### src/rtl/rtc_pkg.sv
`timescale 1ns/1ps
package rtc_pkg;
  localparam int REG_W  = 32;
  localparam int ADDR_W = 8;
  localparam int STALE_LSB = 16;

  localparam logic [3:0] PG_CTRL = 4'h0;
  localparam logic [3:0] PG_STAT = 4'h1;
  localparam logic [3:0] PG_SEC  = 4'h3;
  localparam logic [3:0] PG_ALM  = 4'h4;
  localparam logic [3:0] PG_WDG  = 4'h5;
  localparam logic [3:0] PG_P0   = 4'h6;

  localparam logic [3:0] AL_BASE = 4'h0;
  localparam logic [3:0] AL_SET  = 4'h4;
  localparam logic [3:0] AL_CLR  = 4'h8;

  localparam int CTRL_ALM_IE = 0;
  localparam int CTRL_ALM_FL = 2;
  localparam int CTRL_WD_EN  = 4;
  localparam logic [REG_W-1:0] CTRL_WMASK = 32'h0000_0013;
  localparam int P0_ALM_EN = 2;

  // Plain write, OR-in, or AND-NOT depending on the low address nibble.
  function automatic logic [REG_W-1:0] alias_apply(
      input logic [REG_W-1:0] old, input logic [REG_W-1:0] wd, input logic [3:0] al);
    case (al)
      AL_BASE: return wd;
      AL_SET:  return old | wd;
      AL_CLR:  return old & ~wd;
      default: return old;
    endcase
  endfunction
endpackage

### src/rtl/rtc_stage_seq.sv
`timescale 1ns/1ps
module rtc_stage_seq #(
  parameter int NREG = 8,
  parameter int SLOT = 16
) (
  input  logic                    clk,
  input  logic                    rst,
  input  logic [NREG-1:0]         mark,
  output logic [NREG-1:0]         stale,
  output logic                    fire,
  output logic [$clog2(NREG)-1:0] cur_idx
);
  localparam int IW = $clog2(NREG);
  localparam int CW = (SLOT > 1) ? $clog2(SLOT) : 1;

  logic          busy;
  logic [CW-1:0] cnt;
  logic [IW-1:0] pick;
  logic [NREG-1:0] cur_oh, drop;

  always_comb begin
    pick = '0;
    for (int i = NREG - 1; i >= 0; i--)
      if (stale[i]) pick = IW'(i);
  end

  assign fire   = busy && (cnt == CW'(SLOT - 1));
  assign cur_oh = NREG'(1) << cur_idx;
  assign drop   = fire ? (cur_oh & ~mark) : '0;

  always_ff @(posedge clk) begin
    if (rst) begin
      stale   <= '0;
      busy    <= 1'b0;
      cnt     <= '0;
      cur_idx <= '0;
    end else begin
      stale <= (stale | mark) & ~drop;
      if (!busy) begin
        if (|stale) begin
          busy    <= 1'b1;
          cur_idx <= pick;
          cnt     <= '0;
        end
      end else if (fire) begin
        busy <= 1'b0;
      end else begin
        cnt <= cnt + 1'b1;
      end
    end
  end
endmodule

### src/rtl/rtc_wdog.sv
`timescale 1ns/1ps
module rtc_wdog #(
  parameter int W = 32
) (
  input  logic         clk,
  input  logic         rst,
  input  logic         en,
  input  logic [W-1:0] timeout,
  input  logic         reload,
  input  logic         tick,
  output logic         bite
);
  logic         armed, arm_q;
  logic [W-1:0] cnt;

  assign armed = en && (|timeout);

  always_ff @(posedge clk) begin
    if (rst) begin
      arm_q <= 1'b0;
      cnt   <= '0;
      bite  <= 1'b0;
    end else begin
      arm_q <= armed;
      bite  <= 1'b0;
      if (!armed) begin
        cnt <= '0;
      end else if (!arm_q || reload) begin
        cnt <= timeout;
      end else if (tick && (cnt != '0)) begin
        cnt <= cnt - 1'b1;
        if (cnt == W'(1)) bite <= 1'b1;
      end
    end
  end
endmodule

### src/rtl/rtc_regbank.sv
`timescale 1ns/1ps
module rtc_regbank
  import rtc_pkg::*;
#(
  parameter int SLOT_CYCLES = 16,
  parameter int NPERS       = 6
) (
  input  logic              clk,
  input  logic              rst,
  input  logic              bus_we,
  input  logic [ADDR_W-1:0] bus_addr,
  input  logic [REG_W-1:0]  bus_wdata,
  output logic [REG_W-1:0]  bus_rdata,
  input  logic              tick_sec,
  input  logic              tick_ms,
  input  logic              xtal_32k0_ok,
  input  logic              xtal_32k768_ok,
  output logic              alarm_irq,
  output logic              wdog_rst
);
  localparam int NSTG    = NPERS + 2;
  localparam int IW      = $clog2(NSTG);
  localparam int IDX_ALM = NPERS;
  localparam int IDX_SEC = NPERS + 1;

  logic [3:0] pg, al;
  assign pg = bus_addr[7:4];
  assign al = bus_addr[3:0];

  logic [NSTG-1:0]  mark, stale;
  logic             fire;
  logic [IW-1:0]    cur_idx;
  logic [REG_W-1:0] shd [NSTG];
  logic [REG_W-1:0] bk  [NSTG];

  // Write decode for each staged register; only persistent 0 accepts the OR/AND-NOT forms.
  for (genvar g = 0; g < NSTG; g++) begin : g_mark
    localparam logic [3:0] PG = (g < NPERS) ? 4'(PG_P0 + g) :
                                (g == IDX_ALM) ? PG_ALM : PG_SEC;
    assign mark[g] = bus_we && (pg == PG) &&
                     ((al == AL_BASE) || ((g == 0) && ((al == AL_SET) || (al == AL_CLR))));
  end

  rtc_stage_seq #(.NREG(NSTG), .SLOT(SLOT_CYCLES)) u_seq (
    .clk(clk), .rst(rst), .mark(mark), .stale(stale), .fire(fire), .cur_idx(cur_idx)
  );

  always_ff @(posedge clk) begin
    if (rst) begin
      for (int i = 0; i < NSTG; i++) begin
        shd[i] <= '0;
        bk[i]  <= '0;
      end
    end else begin
      for (int i = 0; i < NSTG; i++) begin
        if (mark[i]) shd[i] <= alias_apply(shd[i], bus_wdata, al);
        if (fire && (cur_idx == IW'(i)))           bk[i] <= shd[i];
        else if ((i == IDX_SEC) && tick_sec)       bk[i] <= bk[i] + 1'b1;
      end
    end
  end

  logic [REG_W-1:0] ctrl_q, wdg_q;
  logic alm_flag, match_q, wdg_wr_q;
  logic ctrl_hit, alm_clr_hit, wdg_hit, match;

  assign ctrl_hit    = bus_we && (pg == PG_CTRL);
  assign alm_clr_hit = ctrl_hit && (al == AL_CLR) && bus_wdata[CTRL_ALM_FL];
  assign wdg_hit     = bus_we && (pg == PG_WDG) && (al == AL_BASE);
  assign match       = (bk[IDX_SEC] == bk[IDX_ALM]) && bk[0][P0_ALM_EN];

  always_ff @(posedge clk) begin
    if (rst) begin
      ctrl_q    <= '0;
      wdg_q     <= '0;
      alm_flag  <= 1'b0;
      match_q   <= 1'b0;
      wdg_wr_q  <= 1'b0;
      alarm_irq <= 1'b0;
    end else begin
      if (ctrl_hit) ctrl_q <= alias_apply(ctrl_q, bus_wdata, al) & CTRL_WMASK;
      match_q <= match;
      if (match && !match_q) alm_flag <= 1'b1;
      else if (alm_clr_hit)  alm_flag <= 1'b0;
      if (wdg_hit) wdg_q <= bus_wdata;
      wdg_wr_q  <= wdg_hit;
      alarm_irq <= alm_flag && ctrl_q[CTRL_ALM_IE];
    end
  end

  rtc_wdog #(.W(REG_W)) u_wdog (
    .clk(clk), .rst(rst), .en(ctrl_q[CTRL_WD_EN]), .timeout(wdg_q),
    .reload(wdg_wr_q), .tick(tick_ms), .bite(wdog_rst)
  );

  logic [REG_W-1:0] stat_v, rd_mux;
  always_comb begin
    stat_v = '0;
    stat_v[31] = 1'b1;
    stat_v[28] = xtal_32k0_ok;
    stat_v[27] = xtal_32k768_ok;
    stat_v[STALE_LSB +: NSTG] = stale;
  end

  always_comb begin
    rd_mux = '0;
    case (pg)
      PG_CTRL: begin
        rd_mux = ctrl_q;
        rd_mux[CTRL_ALM_FL] = alm_flag;
      end
      PG_STAT: rd_mux = stat_v;
      PG_SEC:  rd_mux = bk[IDX_SEC];
      PG_ALM:  rd_mux = bk[IDX_ALM];
      PG_WDG:  rd_mux = wdg_q;
      default: begin
        for (int i = 0; i < NPERS; i++)
          if (pg == 4'(PG_P0 + i)) rd_mux = bk[i];
      end
    endcase
  end

  always_ff @(posedge clk) bus_rdata <= rd_mux;
endmodule

### config.mk
export PLATFORM = sky130hd
export DESIGN_NAME = rtc_regbank
export DESIGN_NICKNAME = d
export VERILOG_FILES = /design/src/rtl/rtc_pkg.sv /design/src/rtl/rtc_stage_seq.sv /design/src/rtl/rtc_wdog.sv /design/src/rtl/rtc_regbank.sv
export SDC_FILE = /design/constraint.sdc
export NUM_CORES = 1
export LEC_CHECK = 0
export BUFFER_PORTS_ARGS = -buffer_cell sky130_fd_sc_hd__buf_2
export CORE_UTILIZATION = 35
export CTS_BUF_LIST = sky130_fd_sc_hd__clkbuf_16
export CTS_CLUSTER_DIAMETER = 120
export DETAILED_ROUTE_END_ITERATION = 10
export PLACE_DENSITY_LB_ADDON = 0.15
export SLEW_MARGIN = 20
export SYNTH_ARGS = -nofsm -noshare
export SYNTH_HDL_FRONTEND = slang
export SYNTH_HIERARCHICAL = 1
export SYNTH_SLANG_ARGS = --single-unit
### constraint.sdc
create_clock -name clk -period 5 [get_ports clk]
set_input_delay 0.25 -clock clk [delete_from_list [all_inputs] [get_ports clk]]
set_output_delay 0.25 -clock clk [all_outputs]
set_load 0.1 [all_outputs]
==> results.md, run 1 <==
- Post-CTS setup buffers: 0
- Clock Latency Late Sink: 0.64 ns
- First-pass GRT wire length: around 140000 µm
- Adder-Cell Fraction of Synth Area: less than 1%
- Worst EP required: between 5 and 6 ns
- Synthesized instance count: about 2.4k
- Synthesized area: roughly 0.028 mm²
- Rows: approximately 100
- Ys Warns: 6
- N_diodes: 0
- Max_cap viols: 0
- Synth top cells by count: edfxtp_1, nor2_1, and2_1, nand2_1, dfxtp_1
- Yosys reg bits: roughly 630
- Multi-input combinational cell area: roughly 0.0093 mm²
- Crit Path Class: register to register
- Total track usage: about a quarter
- I/O pin cnt: between 80 and 90
- Critical Path AT: between 3 and 4 ns
- Initial Util: between 30 and 40%
- Post-synthesis mux area share: less than 1%
- Met3 routed WL: approximately 6500 µm
- Min Clock Period, post-route: ~3.2 ns
- Iter 0 DRT Violations: 2312
- Chip height: about 280 µm
- Layout overhead on the synthesized area: 15.69%
- Pre-CTS WS: 1.447 ns
- Final setup fails: 0
- Critical path peak fanout: 23
- Async SR Flop Fraction: 0%
- M1 WL: ~42000 µm
- Buffers on Ports: 80
- Peak VDD IR: about 0.00025 V
- Top Metal Used: met5
- Fmax: approximately 0.31 GHz
- Post-synthesis simple-gate area fraction: a little under a fifth
- Leakage power: around 11 nW
- Share of the synthesized area in the top cell type: a little under three fifths
- Largest family of logic cells by synthesized area: simple AND/OR/NAND/NOR gates
- Final WS setup: roughly 1.8 ns
- Final RePlAce weighted congestion: approximately 0.86
- Clock Sinks: 633
- Sequential share of the synthesized area: 64.28%
- Routed met2 length: around 46000 µm
- Fin cells: about 3.5k
- DRC: 0
- Dpl hpwl: 63600 µm
- Status: complete, no violations
- FILL cells: about 7.4k
- DP Cell Count: approximately 3.4k
- Total CTS buffers: 74
- Via/cell ratio: ~5.6
- Seq. cell area: roughly 0.018 mm²
- Ys flop type: edfxtp_1
- Final WL: 97760 µm
- Avg WL per Cell: around 28 µm
- Chip Width: between 200 and 300 µm
- TNS Setup: 0 ns
- Fin. max-slew vios: 0
- Root Buffer: clkbuf_16
- Most frequent cell after synthesis: edfxtp_1
- Die ar.: around 0.08 mm²
- Clock skew: 0.03220 ns
- Netlist cell types: 82
- Via count: 20.01k
- Post-synth EDFFs: roughly 510
- Drt pass-1 iters: 8
- NumNets Final: approximately 2.5k
- DRT antenna net count: 0
- RSZ-0062 raised after global routing: false
- H-tree levels: 3
- XOR/XNOR share of the synthesized area: under 10%
- Mapped Nets: around 2.4k
- Largest net degree at the start of global routing: 75
- CTS max path bufs: 3
- Compound-Gate Fraction of Synth Area: between 10 and 15%
- Post-CTS Hold Fix Bufs: 33
- Synth area leaders: edfxtp_1, dfxtp_1, nor2_1, and2_1, nor3_1
- Vias in the first global route: 19.25k
- CTS tree: yes
- Hold Path Class: primary input to register
- Grt ovf: 0
- Antenna violations before repair: 3
- Startpoint Class: register
- Core Box Area: roughly 0.078 mm²
- Post-Syn Area per Cell: 11.74 µm²
- Period utilization: 64.01%
- Relative slew slack: 20.40%
- Fin. Hold Viols: 0
- Layout cell share with drive strength beyond 1: 12.14%
- Power Dens Cells: 386.8 mW/mm²
- Critical Path Sink Type: register
- Worst-Margin Slew: 1.190 ns
- Worst-path clk slew: around 0.060 ns
- Area leader, netlist: edfxtp_1
- Post_cts resized: 0
-- through the flow --
stage                     total power, mW  utilization (%)  area [µm²]  hold slack (ns)
after CTS                           12.47            41.13       32020          0.07867
after global routing                12.74            41.14       32030           0.1238
after global placement              7.100            37.54       29230           0.4025
after floorplan                     6.694                -       27690           0.3860
after detailed placement            7.111            37.64       29300           0.4146
final                               12.39            41.14       32030           0.1094
-- flip-flops by register name, indices dropped and copies added (netlist names) --
name / count
ctrl_q: 3
u_wdog/cnt: 32
bus_rdata: 32
alm_flag: 1
bk: 256
u_wdog/arm_q: 1
shd: 256
wdg_wr_q: 1
u_wdog/bite: 1
u_seq/cur_idx: 3
u_seq/busy: 1
alarm_irq: 1
u_seq/cnt: 4
wdg_q: 32
u_seq/stale: 8
match_q: 1
-- placed cells by master (no fill, tap or decap), types with 7 or more instances in the layout --
| cell | instances |
|---|---|
| clkinv_1 | 15 |
| a22o_1 | 54 |
| a2111oi_0 | 7 |
| mux2i_1 | 11 |
| a31oi_1 | 20 |
| a222oi_1 | 30 |
| a21oi_1 | 99 |
| dlygate4sd3_1 | 33 |
| xnor2_1 | 61 |
| nand2b_1 | 11 |
| edfxtp_1 | 512 |
| and2_1 | 204 |
| nand2_1 | 124 |
| and4_1 | 8 |
| o31ai_1 | 13 |
| buf_4 | 46 |
| clkbuf_16 | 75 |
| nor2b_1 | 37 |
| or4_1 | 16 |
| or2_2 | 9 |
| nand3_1 | 33 |
| a22oi_1 | 33 |
| nor4_1 | 23 |
| clkinv_2 | 16 |
| a221oi_1 | 12 |
| nand4_1 | 24 |
| buf_2 | 80 |
| dfxtp_1 | 121 |
| nor2_1 | 369 |
| nor3_1 | 111 |
| inv_1 | 30 |
| o21ai_0 | 38 |
| xor2_1 | 32 |
| or3_1 | 13 |
| nor2_2 | 10 |
| a211oi_1 | 37 |
| nor3_2 | 7 |
-- cell type report --
class / count / share of cell area, %
Inverter: 15 / 0.1758
Tap cell: 1040 / 4.063
Multi-Input combinational cell: 1557 / 29.19
Sequential cell: 633 / 55.57
Clock inverter: 62 / 1.606
Clock buffer: 75 / 5.860
Timing Repair Buffer: 162 / 3.543
-- where the power goes --
group / switching, mW / leakage (nW) / total [mW] / internal (mW)
sequential: 0.139 / 6.15 / 6.07 / 5.93
clock: 2.30 / 1.24 / 5.37 / 3.07
combinational: 0.732 / 3.91 / 0.952 / 0.220
-- metal layers --
layer	GRT usage, %	vias up
met2	39.28	839
li1	-	8869
met4	6.905	2
met3	3.470	130
met1	33.39	10166
met5	0	-
-- path summary, 6_finish.rpt --
path                startpoint  cells after the start   endpoint  slack [ns]
hold / removal             rst                      2  wdg_q[25]        0.11
hold reg to reg        match_q                      1   alm_flag        0.42
setup reg to reg  u_seq/cnt[0]                      5  bk[0][39]        1.80
setup / recovery  u_seq/cnt[0]                      5  bk[0][39]        1.80
-- worst max-delay path: stages, from the launching register on --
cell     delay, ns
dfxtp_1       0.40
ha_1          0.23
and4_1        0.54
nor2b_1       0.42
a31o_2        0.88
buf_4         0.38
-- logic make-up (layout without fill, tap and decap cells) --
logic type	after synthesis	after routing
simple gates	1046	1046
compound gates	397	397
xor+xnor	93	93
flops	633	633
fa+ha+maj	4	4
buf+inv	169	314
mux	17	17
Note: power is estimated with default switching activity, not from simulation.
==> inputs of run 2 (changes only) <==
==> constraint.sdc (replaced) <==
create_clock -name clk -period 3.3 [get_ports clk]
set_input_delay 0.165 -clock clk [delete_from_list [all_inputs] [get_ports clk]]
set_output_delay 0.165 -clock clk [all_outputs]
set_load 0.1 [all_outputs]
==> results.md, run 2 (synthesis results as in run 1) <==
- Die ar.: 0.08023 mm² (unchanged)
- Drt pass-1 iters: 8 (unchanged)
- Final setup fails: 0 (unchanged)
- Grt met1 use: 32.83% (was 33.39%)
- Max_cap viols: 0 (unchanged)
- Avg WL per Cell: 26.60 µm (was 27.58 µm)
- Period utilization: 81.68% (was 64.01%)
- Fmax: 0.3710 GHz (was 0.3124 GHz)
- Relative slew slack: 25.04% (was 20.40%)
- Fin. Hold Viols: 0 (unchanged)
- Post-CTS Hold Fix Bufs: 35 (was 33)
- Worst-Margin Slew: 1.096 ns (was 1.190 ns)
- Root Buffer: clkbuf_16 (unchanged)
- Layout overhead on the synthesized area: 17.87% (was 15.69%)
- DRT antenna net count: 0 (unchanged)
- Dpl hpwl: 64990 µm (was 63600 µm)
- Leakage power: 11.71 nW (was 11.30 nW)
- Chip Width: 283.3 µm (unchanged)
- Hold Path Class: primary input to register (unchanged)
- Design Power: 18.52 mW (was 12.39 mW)
- Met2 Track Usage GR: 39.25% (was 39.28%)
- Clock Sinks: 633 (unchanged)
- Antenna violations before repair: 3 (unchanged)
- Hold_sp: xtal_32k768_ok (was rst)
- Worst r2r src: u_seq/cnt[0] (unchanged)
- Iter 0 DRT Violations: 2161 (was 2312)
- Chip height: 283.3 µm (unchanged)
- Crit Path Class: register to register (unchanged)
- Startpoint Class: register (unchanged)
- DP Cell Count: 3452 (was 3374)
- Worst-path clk slew: 0.06 ns (about the same)
- FILL cells: 7385 (was 7441)
- CTS max path bufs: 3 (unchanged)
- Commonest non-fill, non-tap cell in the layout: edfxtp_1 (unchanged)
- Post-CTS setup buffers: 0 (unchanged)
- Core Box Area: 0.07785 mm² (unchanged)
- Fin cells: 3624 (was 3544)
- Via count: 20.23k (was 20.01k)
- Largest net degree at the start of global routing: 133 (was 75)
- Via/cell ratio: 5.583 (was 5.645)
- Total track usage: 23.86% (was 24.13%)
- Initial Util: 35.56% (unchanged)
- Rows: 102 (unchanged)
- Crit path launch: u_seq/cnt[0] (unchanged)
- Worst EP required: 3.64 ns (was 5.31 ns)
- I/O pin cnt: 81 (unchanged)
- RSZ-0062 raised after global routing: false (unchanged)
- First-pass GRT wire length: 140200 µm (was 141400 µm)
- Clock Latency Late Sink: 0.64 ns (about the same)
- Critical path peak fanout: 46 (was 23)
- Total CTS buffers: 73 (was 74)
- NumNets Final: 2573 (was 2494)
- Critical Path AT: 3.03 ns (was 3.51 ns)
- Min Clock Period, post-route: 2.695 ns (was 3.201 ns)
- Vias in the first global route: 19.51k (was 19.25k)
- Final WL: 96390 µm (was 97760 µm)
- Fin. max-slew vios: 0 (unchanged)
- Most frequent cells in the layout: edfxtp_1, nor2_1, and2_1 (unchanged)
- DRC: 0 (unchanged)
- Global routing's busiest layer: met2 (unchanged)
- CTS tree: yes (unchanged)
- GR Util met3: 2.939% (was 3.470%)
- Final RePlAce weighted congestion: 0.8857 (was 0.8606)
- Buffers on Ports: 80 (unchanged)
- Power Dens Cells: 567.6 mW/mm² (was 386.8 mW/mm²)
- H-tree levels: 3 (unchanged)
- Status: complete, no violations (unchanged)
- Peak VDD IR: 0.0003441 V (was 0.0002470 V)
- Grt ovf: 0 (unchanged)
- Post_cts resized: 0 (unchanged)
- Top flop regs: bk: 256 flops, shd: 256 flops (unchanged)
- Clock skew: 0.02323 ns (was 0.03220 ns)
- Layout cell share with drive strength beyond 1: 14.40% (was 12.14%)
- Critical Path Sink Type: register (unchanged)
## run 2: cell count changes in the layout (fill, tap and decap cells not counted), sizes merged
cell / delta
buf: +78
bufinv: -3
clkbuf: -1
clkinv: -7
clkinvlp: +1
diode: +1
dlygate4sd3: +2
inv: +9
## run 2: stage by stage
stage | hold WS [ns] | setup slack (ns) | cell area [µm²] | utilization, % | TNS (ns)
CTS | 0.04037 | 0.6398 | 32630 | 41.92 | 0
global route | 0.06745 | 0.4851 | 32630 | 41.92 | 0
floorplan | 0.3010 | -0.4888 | 27690 | - | -31.28
finish | 0.07822 | 0.6046 | 32630 | 41.92 | 0
detailed placement | 0.4084 | 0.2712 | 29990 | 38.52 | 0
global placement | 0.4022 | 0.4433 | 29990 | 38.52 | 0
## run 2: worst paths after layout
kind / end / slack, ns / cells past startpoint
worst max-delay path: bk[0][234] / 0.60 / 7
worst min-delay path: bus_rdata[27] / 0.08 / 4
worst max register to register: bk[0][234] / 0.60 / 7
worst min register to register: alm_flag / 0.42 / 1
## run 2: where the power goes
group,internal (mW),switching (mW),leakage (nW)
registers,8.99,0.217,6.15
clock network,4.36,3.45,1.22
logic,0.400,1.11,4.34
total,13.7,4.78,11.7
## run 2: per-layer routing
metal / up-vias / routed length, µm
li1: 9016 / -
met1: 10274 / 41730
met2: 830 / 46150
met3: 113 / 6088
met4: 0 / 2420
met5: - / 0
## run 2: critical path, stage by stage, from the launching register on
cell and delay [ns]:
dfxtp_1 0.40, ha_1 0.23, and4_1 0.48, nand4_1 0.24, and2_2 0.41, buf_4 0.34
nor2_1 0.18, a211oi_1 0.07
## run 2: layout make-up
cell class	instances	area, µm²	share of cell area [%]
clock inverters	62	437.9	1.342
flip-flops and latches	633	17800	54.54
diodes	1	2.502	0.007668
clock buffers	74	1852	5.674
well taps	1040	1301	3.987
multi-input cells	1557	9326	28.58
inverters	15	56.30	0.1725
repair buffers	242	1861	5.701
